### config.mk
export PLATFORM = sky130hd
export DESIGN_NAME = i2c_dptr_target
export DESIGN_NICKNAME = d
export VERILOG_FILES = /design/src/rtl/i2c_dptr_pkg.sv /design/src/rtl/i2c_dptr_sync.sv /design/src/rtl/i2c_dptr_regs.sv /design/src/rtl/i2c_dptr_engine.sv /design/src/rtl/i2c_dptr_target.sv
export SDC_FILE = /design/constraint.sdc
export NUM_CORES = 1
export LEC_CHECK = 0
export ABC_AREA = 1
export BUFFER_PORTS_ARGS = -buffer_cell sky130_fd_sc_hd__buf_4
export CORE_MARGIN = 4
export CORE_UTILIZATION = 50
export CTS_CLUSTER_SIZE = 8
export DETAILED_ROUTE_END_ITERATION = 10
export PLACE_DENSITY = 0.65
export SLEW_MARGIN = 10
export SYNTH_ARGS = -nofsm -noshare
export SYNTH_HDL_FRONTEND = slang
export SYNTH_SLANG_ARGS = --single-unit
### constraint.sdc
create_clock -name clk -period 3 [get_ports clk]
set_input_delay 0.3 -clock clk [delete_from_list [all_inputs] [get_ports clk]]
set_output_delay 0.3 -clock clk [all_outputs]
set_load 0.01 [all_outputs]
### src/rtl/i2c_dptr_pkg.sv
// Shared types for the default-pointer I2C target.
// Assumes: one byte-level engine per target instance.
package i2c_dptr_pkg;
    typedef enum logic [2:0] {
        ST_IDLE,   // not addressed, waiting for a Start
        ST_ADDR,   // shifting in the address byte
        ST_ACK,    // target drives the acknowledge bit
        ST_WR,     // shifting in a data byte from the host
        ST_RD,     // shifting out a data byte to the host
        ST_RACK    // host acknowledge slot after a read byte
    } tgt_state_e;
endpackage

### src/rtl/i2c_dptr_sync.sv
// Two-flop synchronizer for SCL/SDA plus edge and bus-condition detection.
// Assumes: clk is several times faster than SCL, so each bus event spans
// multiple samples. All outputs are single-cycle pulses except scl_s/sda_s.
module i2c_dptr_sync (
    input  logic clk,
    input  logic rst_n,
    input  logic scl_in,
    input  logic sda_in,
    output logic scl_s,
    output logic sda_s,
    output logic scl_rise,
    output logic scl_fall,
    output logic start_det,
    output logic stop_det
);
    logic [1:0] scl_m, sda_m;
    logic       scl_d, sda_d;

    // Purpose: bring the lines into clk domain and keep one previous sample.
    always_ff @(posedge clk) begin
        if (!rst_n) begin
            scl_m <= 2'b11;
            sda_m <= 2'b11;
            scl_d <= 1'b1;
            sda_d <= 1'b1;
        end else begin
            scl_m <= {scl_m[0], scl_in};
            sda_m <= {sda_m[0], sda_in};
            scl_d <= scl_m[1];
            sda_d <= sda_m[1];
        end
    end

    assign scl_s = scl_m[1];
    assign sda_s = sda_m[1];

    // Purpose: decode clock edges and Start/Stop from current and previous samples.
    always_comb begin
        scl_rise  = scl_s & ~scl_d;
        scl_fall  = ~scl_s & scl_d;
        start_det = scl_s & scl_d & sda_d & ~sda_s;
        stop_det  = scl_s & scl_d & ~sda_d & sda_s;
    end
endmodule

### src/rtl/i2c_dptr_regs.sv
// Byte register file with one write port and one read port.
// The last entry is the configuration: bit 7 enables polling mode and the
// low AW bits give the default register. Assumes writes are single-cycle pulses.
module i2c_dptr_regs #(
    parameter int AW = 4
) (
    input  logic          clk,
    input  logic          rst_n,
    input  logic          we,
    input  logic [AW-1:0] waddr,
    input  logic [7:0]    wdata,
    input  logic [AW-1:0] raddr,
    output logic [7:0]    rdata,
    output logic          mode_en,
    output logic [AW-1:0] dflt_ptr
);
    localparam int DEPTH = 1 << AW;
    localparam int CFG_IDX = DEPTH - 1;

    logic [7:0] regs [DEPTH];

    // Purpose: clear on reset, store one byte per write pulse.
    always_ff @(posedge clk) begin
        if (!rst_n) begin
            for (int i = 0; i < DEPTH; i++) regs[i] <= '0;
        end else if (we) begin
            regs[waddr] <= wdata;
        end
    end

    // Purpose: asynchronous read at the pointer and decode of the configuration entry.
    always_comb begin
        rdata    = regs[raddr];
        mode_en  = regs[CFG_IDX][7];
        dflt_ptr = regs[CFG_IDX][AW-1:0];
    end
endmodule

### src/rtl/i2c_dptr_engine.sv
// Byte-level protocol engine: address match, ACK/NACK, shifting, pointer.
// Assumes: inputs come from i2c_dptr_sync; SDA is changed only on an SCL
// falling-edge pulse (or released on Start/Stop); the pointer reloads with
// the default on Stop and on a read-direction address match when enabled.
module i2c_dptr_engine
    import i2c_dptr_pkg::*;
#(
    parameter int          AW       = 4,
    parameter logic [6:0]  TGT_ADDR = 7'h48
) (
    input  logic          clk,
    input  logic          rst_n,
    input  logic          sda_s,
    input  logic          scl_rise,
    input  logic          scl_fall,
    input  logic          start_det,
    input  logic          stop_det,
    input  logic [7:0]    rdata,
    input  logic          mode_en,
    input  logic [AW-1:0] dflt_ptr,
    output logic          sda_oe,
    output logic [AW-1:0] ptr,
    output logic          we,
    output logic [AW-1:0] waddr,
    output logic [7:0]    wdata,
    output tgt_state_e    state
);
    logic [2:0] bcnt;
    logic [7:0] sh;
    logic [6:0] tx;
    logic       got8, rw, ptr_phase, nack;

    // Purpose: the whole transaction state machine, one bus event per cycle.
    always_ff @(posedge clk) begin
        if (!rst_n) begin
            state <= ST_IDLE; sda_oe <= 1'b0; ptr <= '0; we <= 1'b0;
            waddr <= '0; wdata <= '0; bcnt <= '0; sh <= '0; tx <= '0;
            got8 <= 1'b0; rw <= 1'b0; ptr_phase <= 1'b0; nack <= 1'b0;
        end else begin
            we <= 1'b0;
            if (stop_det) begin
                state  <= ST_IDLE;
                sda_oe <= 1'b0;
                if (mode_en) ptr <= dflt_ptr;
            end else if (start_det) begin
                state  <= ST_ADDR;
                sda_oe <= 1'b0;
                bcnt   <= '0;
                got8   <= 1'b0;
            end else begin
                case (state)
                    ST_ADDR, ST_WR: begin
                        if (scl_rise) begin
                            sh   <= {sh[6:0], sda_s};
                            bcnt <= bcnt + 3'd1;
                            got8 <= (bcnt == 3'd7);
                        end else if (scl_fall && got8) begin
                            got8 <= 1'b0;
                            if (state == ST_ADDR) begin
                                if (sh[7:1] == TGT_ADDR) begin
                                    sda_oe    <= 1'b1;
                                    rw        <= sh[0];
                                    ptr_phase <= ~sh[0];
                                    state     <= ST_ACK;
                                    if (sh[0] && mode_en) ptr <= dflt_ptr;
                                end else begin
                                    state <= ST_IDLE;
                                end
                            end else begin
                                sda_oe <= 1'b1;
                                state  <= ST_ACK;
                                if (ptr_phase) begin
                                    ptr       <= sh[AW-1:0];
                                    ptr_phase <= 1'b0;
                                end else begin
                                    we    <= 1'b1;
                                    waddr <= ptr;
                                    wdata <= sh;
                                    ptr   <= ptr + 1'b1;
                                end
                            end
                        end
                    end
                    ST_ACK: begin
                        if (scl_fall) begin
                            bcnt <= '0;
                            if (rw) begin
                                tx     <= rdata[6:0];
                                sda_oe <= ~rdata[7];
                                state  <= ST_RD;
                            end else begin
                                sda_oe <= 1'b0;
                                state  <= ST_WR;
                            end
                        end
                    end
                    ST_RD: begin
                        if (scl_fall) begin
                            bcnt <= bcnt + 3'd1;
                            if (bcnt == 3'd7) begin
                                sda_oe <= 1'b0;
                                ptr    <= ptr + 1'b1;
                                state  <= ST_RACK;
                            end else begin
                                sda_oe <= ~tx[6];
                                tx     <= {tx[5:0], 1'b0};
                            end
                        end
                    end
                    ST_RACK: begin
                        if (scl_rise) begin
                            nack <= sda_s;
                        end else if (scl_fall) begin
                            if (nack) begin
                                state <= ST_IDLE;
                            end else begin
                                tx     <= rdata[6:0];
                                sda_oe <= ~rdata[7];
                                bcnt   <= '0;
                                state  <= ST_RD;
                            end
                        end
                    end
                    default: ;
                endcase
            end
        end
    end
endmodule

### src/rtl/i2c_dptr_target.sv
// Top: I2C target over a 2**AW byte register file with a polling-mode
// default read pointer. Assumes an external open-drain pad: sda_oe = 1 pulls low.
module i2c_dptr_target
    import i2c_dptr_pkg::*;
#(
    parameter int         AW       = 4,
    parameter logic [6:0] TGT_ADDR = 7'h48
) (
    input  logic clk,
    input  logic rst_n,
    input  logic scl_in,
    input  logic sda_in,
    output logic sda_oe
);
    logic          scl_s, sda_s, scl_rise, scl_fall, start_det, stop_det;
    logic          we, mode_en;
    logic [AW-1:0] ptr, waddr, dflt_ptr;
    logic [7:0]    wdata, rdata;
    tgt_state_e    state;

    i2c_dptr_sync u_sync (
        .clk(clk), .rst_n(rst_n), .scl_in(scl_in), .sda_in(sda_in),
        .scl_s(scl_s), .sda_s(sda_s), .scl_rise(scl_rise), .scl_fall(scl_fall),
        .start_det(start_det), .stop_det(stop_det)
    );

    i2c_dptr_engine #(.AW(AW), .TGT_ADDR(TGT_ADDR)) u_eng (
        .clk(clk), .rst_n(rst_n), .sda_s(sda_s), .scl_rise(scl_rise),
        .scl_fall(scl_fall), .start_det(start_det), .stop_det(stop_det),
        .rdata(rdata), .mode_en(mode_en), .dflt_ptr(dflt_ptr),
        .sda_oe(sda_oe), .ptr(ptr), .we(we), .waddr(waddr), .wdata(wdata),
        .state(state)
    );

    i2c_dptr_regs #(.AW(AW)) u_regs (
        .clk(clk), .rst_n(rst_n), .we(we), .waddr(waddr), .wdata(wdata),
        .raddr(ptr), .rdata(rdata), .mode_en(mode_en), .dflt_ptr(dflt_ptr)
    );
endmodule

==> results.json <==
{
  "status": "finished clean",
  "yosysWarnings": 0,
  "grt_start_max_net_pins": 37,
  "die_area_mm2": 0.0189,
  "cp-start-kind": "flip-flop",
  "power.leakage_uw": 0.00361,
  "synth_area_mm2": 0.00840,
  "cts-resized-gates": 0,
  "routed_wl_um": 20500,
  "register_area_mm2": 0.00491,
  "antenna_found_initial": 0,
  "vias_per_cell": 5.35,
  "layout_setup_ws_ns": 0.839,
  "tns_ns": 0,
  "crit_arrival_ns": 2.46,
  "path_max_fanout": 25,
  "p_per_area_mw_per_mm2": 743,
  "fp.dieH_um": 138,
  "path_cells": "inv_1, nand2_1, inv_1, nand2_1, nor2_1, nand3_1, o21ai_0, a21oi_1",
  "worst-setup-path-type": "reg2reg",
  "ant_nets": 0,
  "grt.overflow.total": 0,
  "die_w_um": 138,
  "vias": 6587,
  "cts_setup_buffers": 0,
  "path_clk_slew_ns": 0.07,
  "clock_latency_ns": 0.44,
  "cp_num_buf_inv": 2,
  "firstDrtPassIters": 5,
  "area_growth_pct": 8.89,
  "final_cells": 1232,
  "filler_cell_count": 1553,
  "dp_slack_ns": 0.791,
  "cts_tree": "yes",
  "dp_cells": 1200,
  "start_util_pct": 50.9,
  "nNetsFinal": 1006,
  "cts_made_buffers": 17,
  "cts-root-buf": "clkbuf_16",
  "multi_input_area_mm2": 0.00294,
  "ys_ff_latch": 181,
  "grtUsageTotal_pct": 22.9,
  "synth_fp_nets": 1017,
  "max_cap_violations": 0,
  "clock-sinks": 181,
  "ys_seq_area_share_pct": 58.4,
  "synth.avg_cell_area_um2": 8.32,
  "cts_buffer_depth": 2,
  "dp_hpwl_um": 13400,
  "ios": 5,
  "h-tree-depth": 4,
  "rsz0062_at_grt": "false",
  "grt_pass1_wl_um": 32200,
  "cp.required_ns": 3.30,
  "postCtsHoldBufs": 0,
  "row_count": 47,
  "post-route-period-util_pct": 72.0,
  "route.detailed.drc": 0,
  "fin_skew_ns": 0.00611,
  "first_global_vias": 6086,
  "cp-end-kind": "flip-flop",
  "crit_family": "simple AND/OR/NAND/NOR gates",
  "irDropWorstVdd_mv": 0.469,
  "hold_violations": 0,
  "finalCriticalPeriod_ns": 2.16,
  "io_buffers": 4,
  "finalMaxSlewViolations": 0,
  "max_freq_ghz": 0.463,
  "cp_slowest_stage_delay_ns": 0.58,
  "final_layout_size_suffix_gt1_share_pct": 5.93,
  "worstHoldPathType": "in2reg",
  "wire_per_inst_um": 16.7,
  "worst_pin_slew_ns": 0.853,
  "core_region_area_mm2": 0.0165,
  "place_congestion": 0.888,
  "report.power.total_uw": 6800,
  "finalSetupViolations": 0,
  "ys_types": 30,
  "drtIter0Drc": 678,
  "slowest_stage": "nand3_1",
  "max_slew_margin_pct": 42.8,
  "syn_inst": 1010,
  "n_antenna_cell": 0
}
-- cells in the mapped netlist --
master	n	share of area [%]
inv_2	2	0.089
buf_2	5	0.30
nor3_2	1	0.12
edfxtp_1	128	46
nand2_2	3	0.22
inv_1	91	4.1
a21boi_0	1	0.089
a21oi_1	37	2.2
ha_1	3	0.45
o21ai_0	49	2.9
nor2_1	216	9.6
clkinv_1	9	0.40
o21ai_2	1	0.10
o211ai_1	6	0.54
o22ai_1	2	0.15
xnor2_1	1	0.10
nand2_1	244	11
o31ai_1	1	0.089
buf_6	1	0.13
nor2_2	1	0.074
nand3_1	94	5.6
dfxtp_1	53	13
nor2_4	2	0.27
or2_2	4	0.30
o21bai_1	1	0.089
buf_1	2	0.089
clkbuf_1	36	1.6
nand4_1	7	0.52
nor3_1	8	0.48
a211oi_1	1	0.089
-- worst paths after layout --
check,start,endpoint,slack (ns),cells after the start
worst max-delay path,u_sync.scl_m[1]$_SDFF_PN1_,u_eng.waddr[0]$_SDFFE_PN0P_,0.84,8
worst min-delay path,scl_in,u_sync.scl_m[0]$_SDFF_PN1_,0.05,2
worst max register to register,u_sync.scl_m[1]$_SDFF_PN1_,u_eng.waddr[0]$_SDFFE_PN0P_,0.84,8
worst min register to register,u_sync.scl_m[0]$_SDFF_PN1_,u_sync.scl_m[1]$_SDFF_PN1_,0.41,1
-- per-layer routing --
metal / track usage (%) / vias to the layer above / share of wire (%)
met5: 0 / - / 0
met4: 7.82 / 0 / 2.1
met2: 35.9 / 208 / 46
li1: - / 3253 / -
met1: 32.3 / 3088 / 46
met3: 3.76 / 38 / 6.1
-- metrics by stage --
step / util [%] / hold slack [ns] / instance area [µm²]
2_1_floorplan: - / 0.393 / 8400
3_3_place_gp: 52.1 / 0.394 / 8610
3_5_place_dp: 52.1 / 0.402 / 8610
4_1_cts: 55.4 / 0.0396 / 9150
5_1_grt: 55.4 / 0.0510 / 9150
6_report: 55.4 / 0.0481 / 9150
-- placed cells by master, fill, tap and decap left out, types with 3 or more instances in the layout --
master	count
nand2_1	244
nor2_1	216
edfxtp_1	128
nand3_1	94
inv_1	91
dfxtp_1	52
o21ai_0	49
a21oi_1	37
clkbuf_16	17
buf_4	14
clkinv_1	10
nor3_1	8
nand4_1	7
inv_6	7
o211ai_1	6
or2_2	4
nand2_2	3
ha_1	3
clkinv_4	3
clkinvlp_4	3
-- flip-flops by register name (all words and copies together), names as in the netlist, 2 cells and up, named ones only --
| name | count |
|---|---|
| u_eng.bcnt | 3 |
| u_eng.state | 3 |
| u_eng.tx | 7 |
| u_sync.scl_m | 2 |
| u_eng.waddr | 4 |
| u_sync.sda_m | 2 |
| u_eng.sh | 8 |
| u_eng.ptr | 4 |
| u_regs.regs | 128 |
| u_eng.wdata | 8 |
-- where the power goes --
part | internal, µW | switching (µW)
Clock | 1080 | 997
Combinational | 532 | 1240
Sequential | 2840 | 119
-- cells by family after synthesis --
family | Yosys count | share of synthesized area, %
adders and majority gates | 3 | 0.447
xor gates and xnor gates | 1 | 0.104
and+or+nand+nor | 580 | 28.1
AOI/OAI and AO/OA | 99 | 6.27
DFF | 181 | 58.4
buffers and inverters | 146 | 6.69
-- area by class of cell --
cell class	instances	area share, %
clock inverter	15	1.30
clock buffer	17	4.65
inverter	102	4.18
tap	220	3.01
timing repair buffer	14	1.15
multi-input combinational	683	32.1
sequential	181	53.6
No activity file was read; power rests on OpenSTA's default activity.
